==> config.mk <==
export PLATFORM = sky130hd
export DESIGN_NAME = uart_frame_gen
export DESIGN_NICKNAME = d
export VERILOG_FILES = /design/src/rtl/uart_frame_pkg.sv /design/src/rtl/uart_mode_decode.sv /design/src/rtl/uart_baud_gen.sv /design/src/rtl/uart_tx_shift.sv /design/src/rtl/uart_frame_gen.sv
export SDC_FILE = /design/constraint.sdc
export NUM_CORES = 1
export LEC_CHECK = 0
export BUFFER_PORTS_ARGS = -buffer_cell sky130_fd_sc_hd__buf_2
export CAP_MARGIN = 10
export CELL_PAD_IN_SITES_DETAIL_PLACEMENT = 0
export CELL_PAD_IN_SITES_GLOBAL_PLACEMENT = 1
export CORE_MARGIN = 2
export CORE_UTILIZATION = 35
export CTS_BUF_LIST = sky130_fd_sc_hd__clkbuf_4 sky130_fd_sc_hd__clkbuf_8
export DETAILED_ROUTE_END_ITERATION = 10
export HOLD_SLACK_MARGIN = 0.03
export PLACE_DENSITY = 0.63
export SYNTH_ARGS = -nofsm -noshare
export SYNTH_HDL_FRONTEND = slang
export SYNTH_SLANG_ARGS = --single-unit
==> constraint.sdc <==
create_clock -name clk_i -period 14.1 [get_ports clk_i]
set_input_delay 0.705 -clock clk_i [delete_from_list [all_inputs] [get_ports clk_i]]
set_output_delay 0.705 -clock clk_i [all_outputs]
set_load 0.03 [all_outputs]
==> src/rtl/uart_frame_pkg.sv <==
package uart_frame_pkg;
  localparam int unsigned DATA_MAX  = 8;
  localparam int unsigned FRAME_MAX = 12;
  localparam int unsigned FLEN_W    = 4;

  typedef enum logic [1:0] {
    SEL_CTRL = 2'd0,
    SEL_MODE = 2'd1,
    SEL_GEN  = 2'd2,
    SEL_DIV  = 2'd3
  } cfg_sel_e;

  typedef struct packed {
    logic [3:0] data_bits;
    logic       par_en;
    logic       par_odd;
    logic [1:0] stop_bits;
  } frame_cfg_t;

  function automatic logic [FLEN_W-1:0] frame_len(frame_cfg_t c);
    return 4'd1 + c.data_bits + {3'd0, c.par_en} + {2'd0, c.stop_bits};
  endfunction

  // start bit at [0], data LSB first, parity, stops; unused upper bits stay high
  function automatic logic [FRAME_MAX-1:0] frame_bits(frame_cfg_t c, logic [DATA_MAX-1:0] d);
    logic [FRAME_MAX-1:0] b;
    logic                 par;
    logic [3:0]           pos;
    b    = '1;
    b[0] = 1'b0;
    par  = c.par_odd;
    for (int i = 0; i < DATA_MAX; i++) begin
      if (i < int'(c.data_bits)) begin
        b[i+1] = d[i];
        par    = par ^ d[i];
      end
    end
    pos = 4'd1 + c.data_bits;
    if (c.par_en) b[pos] = par;
    return b;
  endfunction
endpackage

==> src/rtl/uart_mode_decode.sv <==
module uart_mode_decode
  import uart_frame_pkg::*;
(
  input  logic [7:0] mode_i,
  output frame_cfg_t cfg_o
);
  always_comb begin
    unique case (mode_i[2:1])
      2'b11:   cfg_o.data_bits = 4'd6;
      2'b10:   cfg_o.data_bits = 4'd7;
      default: cfg_o.data_bits = 4'd8;
    endcase
    cfg_o.par_en    = (mode_i[5:3] == 3'd0) || (mode_i[5:3] == 3'd1);
    cfg_o.par_odd   = (mode_i[5:3] == 3'd1);
    cfg_o.stop_bits = (mode_i[7:6] == 2'b11) ? 2'd1 : 2'd2;
  end

  always_comb begin
    p_width_legal_r5: assert (cfg_o.data_bits >= 4'd6 && cfg_o.data_bits <= 4'd8)
      else $error("data width out of range");
    p_stop_legal_r7: assert (cfg_o.stop_bits == 2'd1 || cfg_o.stop_bits == 2'd2)
      else $error("stop count out of range");
  end
endmodule

==> src/rtl/uart_baud_gen.sv <==
module uart_baud_gen #(
  parameter int unsigned GEN_W = 16,
  parameter int unsigned DIV_W = 8,
  parameter int unsigned PRE_W = 3
) (
  input  logic             clk_i,
  input  logic             rst_ni,
  input  logic             restart_i,
  input  logic             src_div8_i,
  input  logic [GEN_W-1:0] gen_i,
  input  logic [DIV_W-1:0] div_i,
  output logic             tick_o
);
  logic [PRE_W-1:0] pre_q;
  logic [GEN_W-1:0] gen_cnt_q;
  logic [DIV_W-1:0] div_cnt_q;
  logic src_en, gen_on, gen_last, div_last;

  assign src_en   = src_div8_i ? (pre_q == '1) : 1'b1;
  assign gen_on   = (gen_i != '0);
  assign gen_last = (gen_cnt_q >= gen_i - GEN_W'(1));
  assign div_last = (div_cnt_q >= div_i);
  assign tick_o   = src_en & gen_on & gen_last & div_last;

  always_ff @(posedge clk_i or negedge rst_ni) begin
    if (!rst_ni) begin
      pre_q     <= '0;
      gen_cnt_q <= '0;
      div_cnt_q <= '0;
    end else if (restart_i) begin
      pre_q     <= '0;
      gen_cnt_q <= '0;
      div_cnt_q <= '0;
    end else begin
      pre_q <= pre_q + PRE_W'(1);
      if (src_en && gen_on) begin
        if (gen_last) begin
          gen_cnt_q <= '0;
          div_cnt_q <= div_last ? '0 : div_cnt_q + DIV_W'(1);
        end else begin
          gen_cnt_q <= gen_cnt_q + GEN_W'(1);
        end
      end
    end
  end

  p_gen0_quiet_r4: assert property (@(posedge clk_i) disable iff (!rst_ni)
    (gen_i == '0) |-> !tick_o);
  p_restart_clears_r2: assert property (@(posedge clk_i) disable iff (!rst_ni)
    restart_i |=> (gen_cnt_q == '0 && div_cnt_q == '0));
endmodule

==> src/rtl/uart_tx_shift.sv <==
module uart_tx_shift
  import uart_frame_pkg::*;
(
  input  logic                clk_i,
  input  logic                rst_ni,
  input  logic                tick_i,
  input  logic                enable_i,
  input  logic                brk_i,
  input  logic                abort_i,
  input  frame_cfg_t          cfg_i,
  input  logic                valid_i,
  input  logic [DATA_MAX-1:0] data_i,
  output logic                ready_o,
  output logic                txd_o
);
  logic                 busy_q;
  logic [FRAME_MAX-1:0] sh_q;
  logic [FLEN_W-1:0]    cnt_q;

  assign ready_o = !busy_q && enable_i && !brk_i;
  assign txd_o   = brk_i ? 1'b0 : (busy_q ? sh_q[0] : 1'b1);

  always_ff @(posedge clk_i or negedge rst_ni) begin
    if (!rst_ni) begin
      busy_q <= 1'b0;
      sh_q   <= '1;
      cnt_q  <= '0;
    end else if (abort_i) begin
      busy_q <= 1'b0;
      sh_q   <= '1;
      cnt_q  <= '0;
    end else if (busy_q && tick_i) begin
      sh_q  <= {1'b1, sh_q[FRAME_MAX-1:1]};
      cnt_q <= cnt_q - FLEN_W'(1);
      if (cnt_q == FLEN_W'(1)) busy_q <= 1'b0;
    end else if (valid_i && ready_o) begin
      busy_q <= 1'b1;
      sh_q   <= frame_bits(cfg_i, data_i);
      cnt_q  <= frame_len(cfg_i);
    end
  end

  p_abort_idle_r13: assert property (@(posedge clk_i) disable iff (!rst_ni)
    abort_i |=> !busy_q);
  p_hold_bit_r11: assert property (@(posedge clk_i) disable iff (!rst_ni)
    (busy_q && !tick_i && !abort_i) |=> (busy_q && $stable(sh_q)));
  p_load_start_r11: assert property (@(posedge clk_i) disable iff (!rst_ni)
    (valid_i && ready_o && !abort_i) |=> (busy_q && !sh_q[0]));
endmodule

==> src/rtl/uart_frame_gen.sv <==
module uart_frame_gen
  import uart_frame_pkg::*;
#(
  parameter int unsigned GEN_W     = 16,
  parameter int unsigned DIV_W     = 8,
  parameter int unsigned CT_W      = 32,
  parameter int unsigned GEN_RESET = 15
) (
  input  logic            clk_i,
  input  logic            rst_ni,
  input  logic            cfg_we_i,
  input  logic [1:0]      cfg_sel_i,
  input  logic [15:0]     cfg_wdata_i,
  input  logic            tx_valid_i,
  input  logic [7:0]      tx_data_i,
  output logic            tx_ready_o,
  output logic            txd_o,
  output logic            tick_o,
  output logic [3:0]      data_bits_o,
  output logic            parity_en_o,
  output logic            parity_odd_o,
  output logic [1:0]      stop_bits_o,
  output logic [CT_W-1:0] char_time_o,
  output logic [8:0]      ctrl_o
);
  localparam int unsigned PER_W      = GEN_W + DIV_W + 1 + 3;
  localparam logic [8:0]  CTRL_RESET = 9'h128;
  localparam int unsigned B_TXRST = 1, B_TXEN = 4, B_TXDIS = 5, B_BRKON = 7, B_BRKOFF = 8;

  logic [8:0]       ctrl_q;
  logic [7:0]       mode_q;
  logic [GEN_W-1:0] gen_q;
  logic [DIV_W-1:0] div_q;
  frame_cfg_t       cfg;
  logic             wr_ctrl, restart, abort, brk, tx_en;
  logic [PER_W-1:0] per_base, per;

  assign wr_ctrl = cfg_we_i && (cfg_sel_i == SEL_CTRL);
  assign restart = cfg_we_i && (cfg_sel_i != SEL_CTRL);
  assign abort   = wr_ctrl && cfg_wdata_i[B_TXRST];

  always_ff @(posedge clk_i or negedge rst_ni) begin
    if (!rst_ni) begin
      ctrl_q <= CTRL_RESET;
      mode_q <= '0;
      gen_q  <= GEN_W'(GEN_RESET);
      div_q  <= '0;
    end else if (cfg_we_i) begin
      unique case (cfg_sel_i)
        SEL_CTRL: ctrl_q <= cfg_wdata_i[8:0] & 9'h1FC; // reset bits self-clear
        SEL_MODE: mode_q <= cfg_wdata_i[7:0];
        SEL_GEN:  gen_q  <= cfg_wdata_i[GEN_W-1:0];
        default:  div_q  <= cfg_wdata_i[DIV_W-1:0];
      endcase
    end
  end

  assign brk   = ctrl_q[B_BRKON] && !ctrl_q[B_BRKOFF];
  assign tx_en = ctrl_q[B_TXEN] && !ctrl_q[B_TXDIS];

  uart_mode_decode u_dec (
    .mode_i (mode_q),
    .cfg_o  (cfg)
  );

  uart_baud_gen #(.GEN_W(GEN_W), .DIV_W(DIV_W)) u_baud (
    .clk_i      (clk_i),
    .rst_ni     (rst_ni),
    .restart_i  (restart),
    .src_div8_i (mode_q[0]),
    .gen_i      (gen_q),
    .div_i      (div_q),
    .tick_o     (tick_o)
  );

  uart_tx_shift u_tx (
    .clk_i    (clk_i),
    .rst_ni   (rst_ni),
    .tick_i   (tick_o),
    .enable_i (tx_en),
    .brk_i    (brk),
    .abort_i  (abort),
    .cfg_i    (cfg),
    .valid_i  (tx_valid_i),
    .data_i   (tx_data_i),
    .ready_o  (tx_ready_o),
    .txd_o    (txd_o)
  );

  assign per_base = PER_W'(gen_q) * (PER_W'(div_q) + PER_W'(1));
  assign per      = mode_q[0] ? (per_base << 3) : per_base;

  assign char_time_o  = CT_W'(per) * CT_W'(frame_len(cfg));
  assign data_bits_o  = cfg.data_bits;
  assign parity_en_o  = cfg.par_en;
  assign parity_odd_o = cfg.par_odd;
  assign stop_bits_o  = cfg.stop_bits;
  assign ctrl_o       = ctrl_q;

  p_ctrl_selfclear_r9: assert property (@(posedge clk_i) disable iff (!rst_ni)
    wr_ctrl |=> (ctrl_o[1:0] == 2'b00 && ctrl_o[8:2] == $past(cfg_wdata_i[8:2])));
  p_break_line_r12: assert property (@(posedge clk_i) disable iff (!rst_ni)
    (wr_ctrl && cfg_wdata_i[B_BRKON] && !cfg_wdata_i[B_BRKOFF]) |=> !txd_o);
endmodule

==> results of run 1 <==
## synthesized netlist by cell type, types with 20 or more instances
master      n  area share (%)
inv_1     237             6.8
fa_1      153              23
nor3_1     20            0.77
and3_1     20            0.96
o21ai_0    45             1.7
nand2_1   122             3.5
a21o_1     24             1.4
nand3_1    31             1.2
nor2_1    125             3.6
xor2_1     32             2.1
a21oi_1    64             2.5
nand2b_1   48             2.3
mux2_2     44             3.8
dfrtp_1    64              12
xnor2_1    52             3.5
clkbuf_1   41             1.2
ha_1      113              11
and2_1     48             2.3
nor2b_1    59             2.8
## critical path: cells and delay by family, from the launching register on
family,cells,cell delay (ns)
AOI/OAI and AO/OA,8,2.32
buffers and inverters,7,0.85
DFF,1,0.84
xor gates and xnor gates,3,0.85
adders and majority gates,9,4.12
and+or+nand+nor,6,0.88
## per-stage QoR
stage	hold WS (ns)	instance area, sq um
global placement	0.430	14000
CTS	0.180	14200
global route	0.188	14200
floorplan	0.409	13100
detailed placement	0.445	14000
finish	0.189	14200
## final cells by class
| cell class | count | area [sq um] |
|---|---|---|
| fillers | 3790 | 22500 |
| clock inverters | 7 | 73.8 |
| multi-input cells | 1142 | 9870 |
| flip-flops and latches | 83 | 2100 |
| repair buffers | 95 | 518 |
| inverters | 238 | 893 |
| clock buffers | 9 | 124 |
| well taps | 468 | 586 |
## flip-flops by register name (all words and copies together) (netlist names)
register	cells
div_q	8
gen_q	16
u_baud.gen_cnt_q	16
u_tx.cnt_q	4
ctrl_o	7
u_tx.sh_q	12
u_baud.div_cnt_q	8
u_tx.busy_q	1
u_baud.pre_q	3
mode_q	8
## worst min-delay path by stage
| stage | end | slack (ns) |
|---|---|---|
| CTS | u_baud.gen_cnt_q[3] | 0.18 |
| global route | u_baud.gen_cnt_q[8] | 0.19 |
| detailed placement | u_baud.pre_q[0] | 0.44 |
| floorplan | ctrl_o[2] | 0.41 |
| global placement | u_baud.pre_q[0] | 0.43 |
| finish | u_baud.gen_cnt_q[2] | 0.19 |
## cell families (layout without fill, tap and decap cells)
family	Yosys count	count (layout)	synth area share, %
simple gates	516	516	19.7
buf+inv	291	349	8.66
fa+ha+maj	266	266	34.3
compound gates	219	219	11.0
xor+xnor	84	84	5.63
flops	83	83	16.1
mux	55	55	4.63
other cells	1	2	0.0287
## layer usage
metal	wire [um]	track usage [%]	vias to the layer above	part of all wire (%)
li1	-	-	4995	-
met1	15600	24.2	5038	48
met2	15600	31.1	129	48
met3	802	1.64	13	2.5
met4	204	2.37	2	0.63
met5	13	0	-	0.040
==> results by stage, run 1 <==
Worst setup path:
- The end point of the critical path is char_time_o[30].
- Data on the critical path is required at its endpoint by 13.40 ns.
- STA puts the critical path data arrival time at 10.25 ns.
- The startpoint kind of the worst setup timing path is a flip-flop.
- For flop-to-flop paths, the worst setup slack is 9.84 ns.
- The worst register-to-register path has a depth of 15.
- In this run the critical register-to-register path is launched from gen_q[0].
- The destination of the worst register-to-register timing path is u_tx.cnt_q[3].
- The library cell contributing the largest single delay on the critical path is dfrtp_1.
- The delay of the slowest cell on the worst path is 0.84 ns.
- In this run the worst setup path begins at div_q[0].
- The kind of critical path is reg -> out.
- The largest fanout on the critical path is 21.
- STA classifies the critical path endpoint as an output pin.
- In this design, the critical path's most frequently occurring cell is fa_1.

Place:
- The number of placed instances, taps included, is 2,025.
- Detailed placement ended at an HPWL of 25.6 mm.
- The count of port buffers added during placement is 79.
- At the placement stage, the worst setup path has a slack of 3.19 ns.
- The placer congestion estimate is 0.818.

Detailed routing:
- The first TritonRoute pass finished after 5 iterations.
- The total number of vias is 10,200.
- After detailed routing, the number of remaining DRC violations is 0.
- In the final routed layout, each cell accounts on average for 15.7 um.
- In the routed layout, each cell is associated on average with a via count of 4.98.
- The count of nets left with antenna violations once routing finished came out at 0.
- The initial detailed-routing violation count is 345.
- The total length of routed wires is 32.1 mm.

Clock tree:
- In this run the number of H-tree levels came out at 3.
- Hold repair after CTS inserted 0 buffers.
- The clock net sink count is 83.
- After clock tree synthesis, the clock-pin slew on the worst setup and hold paths is 0.10 ns.
- The later pin in the worst-skew pair is clocked with a latency of 0.38 ns.
- The number of setup buffers added after CTS is 0.
- The TritonCTS clock tree is built.
- Buffers inserted during clock tree synthesis total 9.
- The maximum clock insertion buffer count is 2.
- The number of instances resized during post-cts repair is 0.
- The root buffer cell is clkbuf_8.

Logic synthesis:
- Counting flops with an async set or reset pin after synthesis yields a share of 100%.
- The cell count after synthesis is 1,515.
- The number of synthesized flops with an enable pin is 0.
- Sequential cells were found to cover 16.1% of the synthesized design area.
- After synthesis the netlist holds a flip-flop and latch count of 83.
- The primary flip-flop cell chosen by synthesis mapping is dfrtp_1.
- During synthesis, Yosys emitted a total of 0 warnings.
- The number of distinct standard cells referenced by the synthesized netlist is 75.
- Summing every instance area after synthesis gives 13,100 sq um.
- A synthesized cell averages 8.62 sq um.

Global routing:
- Entering global routing, the biggest net connects 65 pins.
- The total global-route track usage is 17.7%.
- The initial antenna violation count is 1.
- The number of global-route vias before repair is 11,000.
- After global routing the overflow that remains totals 0.
- The global-route wire length before repair is 55.8 mm.

Timing:
- The peak clock frequency supported by timing is 91.3 MHz.
- Measured against its own limit, the worst slew margin works out to 34.2%.
- The hold violation count in the final report was 0.
- Setup repair after global routing left no endpoint under its margin.
- Setup violations remaining at the end of the flow were counted as 0.
- The final sum of negative setup slack is 0 ns.
- The final clock period utilization by the worst path is 77.7%.
- Once routing completed, OpenROAD measured the worst setup slack at 3.14 ns.
- The clock skew after layout is 0.0184 ns.
- The actual transition at the worst max-transition pin is 0.985 ns.
- The time the worst path needs with I/O delays and setup is 10.96 ns.
- The number of slew-limit violations in the final report is 0.

Hold path:
- The min-delay analysis places its worst path in the category in -> async.

Status:
- The run finished with clean final reports.

Die:
- The die height is 197 um.
- The effective utilization at floorplan is 35.6%.
- The number of top-level design ports is 82.
- The x dimension of the die is 197 um.
- The full die area is 38,900 sq um.
- The floorplan core area is 36,700 sq um.
- The number of rows created at floorplan is 70.

Job:
- The tool flagged a number of max-cap violations equal to 0.

Finish:
- Cells with a size suffix above 1 make up 12.7% of the layout.
- The most common library cell in the layout ignoring fill and taps is inv_1.
- The number of cells in the finished layout apart from fillers is 2,042.
- The antenna diode count is 0.
- In the layout the commonest cells are inv_1 (237), fa_1 (153), nor2_1 (125), nand2_1 (122), ha_1 (113).
- Cells fill 38.6% of the core in the end.
- Relative to the synthesized area, the layout overhead comes to 8.39%.
- The number of nets in the layout is 1,865.
Power of run 1 is not shown: default switching activity piles up to over one toggle a cycle in this logic, so the estimate is an artifact.
==> run 2, diff against run 1 <==
clock period = 11.25 ns   (was 14.1 ns; I/O delays follow)
==> results by stage, run 2 (synthesis results as in run 1) <==
Worst setup path:
- The arrival time at the worst endpoint is 9.83 ns (-0.42 ns).
- Among the stages of the critical path, the cell type that occurs most often is fa_1.
- The library cell contributing the largest single delay on the critical path is fa_1.
- The kind of critical path is reg -> out.
- The capturing element type of the critical path is an output pin.
- The startpoint kind of the worst setup timing path is a flip-flop.
- The largest fanout on the critical path was 20 (-4.8%).
- The critical path required time was 10.69 ns (-2.71 ns).
- The delay of the slowest cell on the worst path is 0.54 ns (-0.30 ns).

Finish:
- The library cell used most frequently in the layout, excluding fill and tap cells, is inv_1.
- The share of post-route cells with drive strength above 1 came to 12.6% (-0.14 points).
- In the layout the commonest cells are inv_1 (237), fa_1 (153), nor2_1 (125), nand2_1 (122), ha_1 (113).
- The signed area change from the synthesized netlist to the final layout is 8.28% (about the same).
- In the final layout, the registers with the most flip-flops are gen_q x16, u_baud.gen_cnt_q x16, u_tx.sh_q x12.
- The number of nets in the layout is 1,866 (+0.054%).
- The antenna diode count is 0 (unchanged).

Clock tree:
- The number of buffers created by CTS is 9 (unchanged).
- The clock net sink count is 83 (unchanged).
- TritonCTS built the clock tree.
- The maximum clock insertion buffer count was 2 (unchanged).
- The setup fix buffers added after clock tree synthesis is 0 (unchanged).
- The clock slew seen by the registers of the worst setup and hold paths is 0.09 ns (about the same).
- The number of buffers added to fix hold violations after cts is 0 (unchanged).
- The number of instances resized during post-cts repair is 0 (unchanged).
- The clock insertion delay at the later pin of the skew report is 0.38 ns (about the same).
- The root buffer cell is clkbuf_8.
- The H-tree depth is 3 (unchanged).

Timing:
- The number of endpoints failing setup at the final stage was 0 (unchanged).
- The actual transition at the worst max-transition pin is 0.987 ns (+0.00207 ns).
- The clock skew after layout is 0.0113 ns (-0.00706 ns).
- The worst slew slack as a fraction of its limit was 34.0% (-0.14 points).
- The final sum of negative setup slack is 0 ns (unchanged).
- The time the worst path needs with I/O delays and setup is 10.39 ns.
- Timing would allow up to 96.2 MHz.
- Setup repair after global routing left no endpoint under its margin.
- In the finished design, the share of the clock period the worst path needs comes to 92.4%.
- The number of slew-limit violations in the final report is 0 (unchanged).
- The hold violation count in the final report was 0 (unchanged).

Job:
- The count of maximum capacitance violations was 0 (unchanged).

Place:
- The count of port buffers added during placement was 79 (unchanged).
- The placer congestion estimate came to 0.801 (-2.1%).
- The detailed-placement wirelength estimate was 26.2 mm (+2.3%).

Global routing:
- The final global-route overflow total came to 0 (unchanged).
- The maximum number of pins on one net before global-route repair is 64 (-1.5%).
- The number of global-route vias before repair is 11,100 (+0.70%).
- The global-route wire length before repair came to 56.8 mm (+1.9%).
- The initial antenna violation count is 1 (unchanged).
- The total global-route track usage is 18.1% (+0.37 points).

Die:
- The x dimension of the die is 197 um (unchanged).
- The effective utilization at floorplan was 35.6% (unchanged).
- The floorplan core area came to 36,700 sq um (unchanged).
- The number of top-level design ports is 82 (unchanged).
- The number of rows created at floorplan is 70 (unchanged).
- The die height is 197 um (unchanged).
- The full die area came to 38,900 sq um (unchanged).

Detailed routing:
- The remaining design rule violation count came to 0 (unchanged).
- The post-route antenna net violation count is 0 (unchanged).
- The total length of routed wires is 32.9 mm (+2.4%).
- The initial detailed-routing violation count came to 412 (+19%).
- The total number of vias is 10,200 (+0.45%).
- The average wire length per cell after detail routing came to 16.1 um (+2.3%).
- The via count normalized by instance count came to 5.00 (+0.40%).
- The first-pass iteration count of the detailed router is 4 (-1).

Status:
- The flow ran to the end, and the final reports show no timing, DRC or antenna violations.

Hold path:
- The worst hold-check path type is in -> async.
## run 2: cell count changes in the layout (fill, tap and decap cells not counted), sizes merged
| cell | change |
|---|---|
| clkinvlp | +2 |
| inv | -3 |
| clkbuf | -1 |
| buf | +2 |
| bufinv | +1 |
## run 2: stage by stage
stage	hold slack (ns)	std cells	util, %	worst slack (ns)	area (sq um)
finish	0.0640	2043	38.6	0.858	14100
global route	0.0597	2043	38.6	0.0775	14100
CTS	0.0591	2043	38.6	0.771	14100
detailed placement	0.435	2027	38.0	1.23	13900
global placement	0.432	2027	38.0	1.51	13900
floorplan	0.267	1516	-	1.51	13100
## run 2: layout make-up
cell class,count,area [sq um]
multi-input combinational,1142,9840
timing repair buffer,96,526
fill,3835,22500
inverter,238,893
tap,468,586
clock inverter,7,75.1
clock buffer,9,124
sequential,83,2100
## run 2: worst paths after layout
| kind | start | to | slack (ns) | cells after the start |
|---|---|---|---|---|
| hold / removal | rst_ni | u_baud.gen_cnt_q[2] | 0.06 | 1 |
| min in group clk_i | cfg_wdata_i[12] | gen_q[12] | 0.41 | 2 |
| setup reg to reg | gen_q[0] | u_baud.div_cnt_q[0] | 6.64 | 15 |
| max in group asynchronous | rst_ni | u_tx.cnt_q[2] | 10.06 | 2 |
| hold reg to reg | u_baud.pre_q[0] | u_baud.pre_q[0] | 0.44 | 1 |
| setup / recovery | div_q[0] | char_time_o[30] | 0.86 | 36 |
## run 2: metal layers
layer	GRT usage, %	wire length [um]	part of all wire [%]
met5	0	12	0.036
met4	2.67	306	0.93
met3	1.72	711	2.2
met2	31.4	15700	48
met1	24.9	16200	49
## run 2: worst max-delay path: cells and delay by family (launching register included)
kind,cells,cell delay [ns]
XOR/XNOR,3,0.44
adder cells (fa/ha/maj),8,3.80
buffers and inverters,7,0.95
AND/OR/NAND/NOR,9,1.38
flip-flops,1,0.37
multiplexers,1,0.24
AO/OA/AOI/OAI,8,2.28
Power of run 2 is left out for the same reason.
==> run 3, diff against run 2 <==
CTS_BUF_LIST = sky130_fd_sc_hd__clkbuf_16   (was sky130_fd_sc_hd__clkbuf_4 sky130_fd_sc_hd__clkbuf_8)
==> results by stage, run 3 (synthesis results as in run 1) <==
Status:
- The run finished with clean final reports.

Clock tree:
- Clock tree synthesis selected as its root buffer the cell clkbuf_16.
- The clock insertion delay at the later pin of the skew report came to 0.35 ns (-0.03 ns).
- The setup fix buffers added after clock tree synthesis came to 0 (unchanged).
- The TritonCTS clock tree is built.
- The clock slew seen by the registers of the worst setup and hold paths is 0.06 ns (-0.03 ns).
- The number of buffers created by CTS is 9 (unchanged).
- The H-tree depth is 3 (unchanged).
- The clock net sink count came to 83 (unchanged).
- The maximum clock insertion buffer count is 2 (unchanged).

Worst setup path:
- The worst reg2reg path depth was 15 (unchanged).
- The largest fanout on the critical path is 20 (unchanged).
- The arrival time at the worst endpoint was 9.79 ns (-0.04 ns).
- The setup slack on the worst flop-to-flop path is 6.63 ns (about the same).
- The library cell contributing the largest single delay on the critical path is fa_1.
- The startpoint kind of the worst setup timing path is a flip-flop.
- The endpoint identified for the worst register-to-register timing path is u_baud.div_cnt_q[0].
- The critical path ends at char_time_o[30].
- The critical path is of the reg -> out type.
- The worst register-to-register path begins at gen_q[0].
- The most used cell along the critical path is fa_1.
- The delay of the slowest cell on the worst path came to 0.54 ns (about the same).
- The most critical setup path has its startpoint at div_q[0].
- The worst setup path is captured at an output pin.
- The critical path required time is 10.69 ns (about the same).

Detailed routing:
- The total number of vias was 10,200 (-0.15%).
- The first-pass iteration count of the detailed router is 5 (+1).
- The post-route antenna net violation count is 0 (unchanged).
- The average wire length per cell after detail routing is 16.1 um (+0.18%).
- The initial detailed-routing violation count is 428 (+3.9%).
- The via count normalized by instance count was 5.00 (-0.15%).
- The total length of routed wires is 33.0 mm (+0.18%).
- The remaining design rule violation count is 0 (unchanged).

Finish:
- The area of the multi-input gates is 9840 sq um (unchanged).
- The number of nets in the layout was 1,866 (unchanged).
- Leaving out fill and tap cells, the most frequent cell in the layout is inv_1.
- In the layout the commonest cells are inv_1 (237), fa_1 (153), nor2_1 (125), nand2_1 (122), ha_1 (113).
- The share of post-route cells with drive strength above 1 is 12.6% (unchanged).
- The sequential standard cell area came to 2100 sq um (unchanged).
- The antenna diode count is 0 (unchanged).
- The final instance area was 14,200 sq um (+0.72%).
- The largest registers in the layout are gen_q x16, u_baud.gen_cnt_q x16, u_tx.sh_q x12.
- The fill cell instance count of the final layout was 3,823 (-0.31%).
- The signed area change from the synthesized netlist to the final layout is 9.06%.

Timing:
- The number of endpoints failing setup at the final stage was 0 (unchanged).
- The peak clock frequency supported by timing was 96.6 MHz (+0.36%).
- The clock skew after layout is 0.00941 ns (-0.00189 ns).
- The actual transition at the worst max-transition pin came to 0.971 ns (-0.0154 ns).
- The worst slew slack as a fraction of its limit is 35.0% (+1.0 points).
- The hold violation count in the final report is 0 (unchanged).
- The worst path setup slack after routing is 0.895 ns (+0.0373 ns).
- The number of slew-limit violations in the final report is 0 (unchanged).
- The final sum of negative setup slack is 0 ns (unchanged).
- Setup repair after global routing left no endpoint under its margin.
- The time the worst path needs with I/O delays and setup was 10.36 ns (-0.0373 ns).
- The final hold slack is 0.0991 ns (+0.0351 ns).
- The final clock period utilization by the worst path is 92.0% (-0.33 points).

Place:
- The area of placed instances is 13,900 sq um (unchanged).
- The pre-CTS worst setup slack is 1.23 ns (unchanged).
- The detailed-placement wirelength estimate came to 26.2 mm (unchanged).
- The count of port buffers added during placement is 79 (unchanged).
- The placer congestion estimate is 0.801 (unchanged).

Global routing:
- The total global-route track usage was 18.1% (+0.018 points).
- The number of global-route vias before repair came to 11,100 (+0.063%).
- The maximum number of pins on one net before global-route repair is 64 (unchanged).
- The initial antenna violation count is 1 (unchanged).
- The final global-route overflow total is 0 (unchanged).
- The global-route wire length before repair is 56.8 mm (about the same).

Hold path:
- The worst hold-check path type is in -> async.

Job:
- The count of maximum capacitance violations is 0 (unchanged).

Die:
- The floorplan core area is 36,700 sq um (unchanged).
- The x dimension of the die came to 197 um (unchanged).
- The full die area is 38,900 sq um (unchanged).
- The effective utilization at floorplan is 35.6% (unchanged).
- The die height is 197 um (unchanged).
- The number of rows created at floorplan was 70 (unchanged).
- The number of top-level design ports is 82 (unchanged).
run 3: cell counts in the layout (fill, tap and decap cells not counted):
Identical to the previous run, type by type.
run 3: critical path, delay by kind of cell, from the launching register on:
kind                     cells  cell delay (ns)
AO/OA/AOI/OAI                8             2.28
AND/OR/NAND/NOR              9             1.38
multiplexers                 1             0.24
XOR/XNOR                     3             0.44
flip-flops                   1             0.36
adder cells (fa/ha/maj)      8             3.79
buffers and inverters        7             0.94
run 3: routing by layer:
layer	track usage, %	vias up	wire (um)
li1	-	4991	-
met1	24.8	5084	16200
met2	31.5	111	15700
met3	1.43	20	691
met4	3.26	2	324
met5	0	-	12
run 3: worst min-delay path by stage:
stage	endpoint	cells past startpoint	slack, ns
floorplan	ctrl_o[2]	0	0.27
detailed placement	u_baud.pre_q[0]	1	0.43
global route	u_baud.gen_cnt_q[2]	1	0.11
CTS	u_baud.gen_cnt_q[15]	1	0.10
global placement	u_baud.pre_q[0]	1	0.43
finish	u_baud.gen_cnt_q[2]	1	0.1
run 3: stage by stage:
stage                     cells  util (%)
after floorplan            1516         -
after global placement     2027      38.0
after detailed placement   2027      38.0
after CTS                  2043      38.8
after global routing       2043      38.8
final                      2043      38.8
run 3: layout make-up:
| type | count | share of cell area (%) |
|---|---|---|
| clock inverters | 7 | 0.527 |
| repair buffers | 96 | 3.69 |
| well taps | 468 | 4.11 |
| inverters | 238 | 6.27 |
| clock buffers | 9 | 1.58 |
| multi-input cells | 1142 | 69.1 |
| flip-flops and latches | 83 | 14.7 |
run 3: what timing repair did:
item                       4_1_cts  5_1_grt
hold buffers                     0        0
resized for setup                0        1
setup endpoints to repair        0        2
Power of run 3 is left out for the same reason.
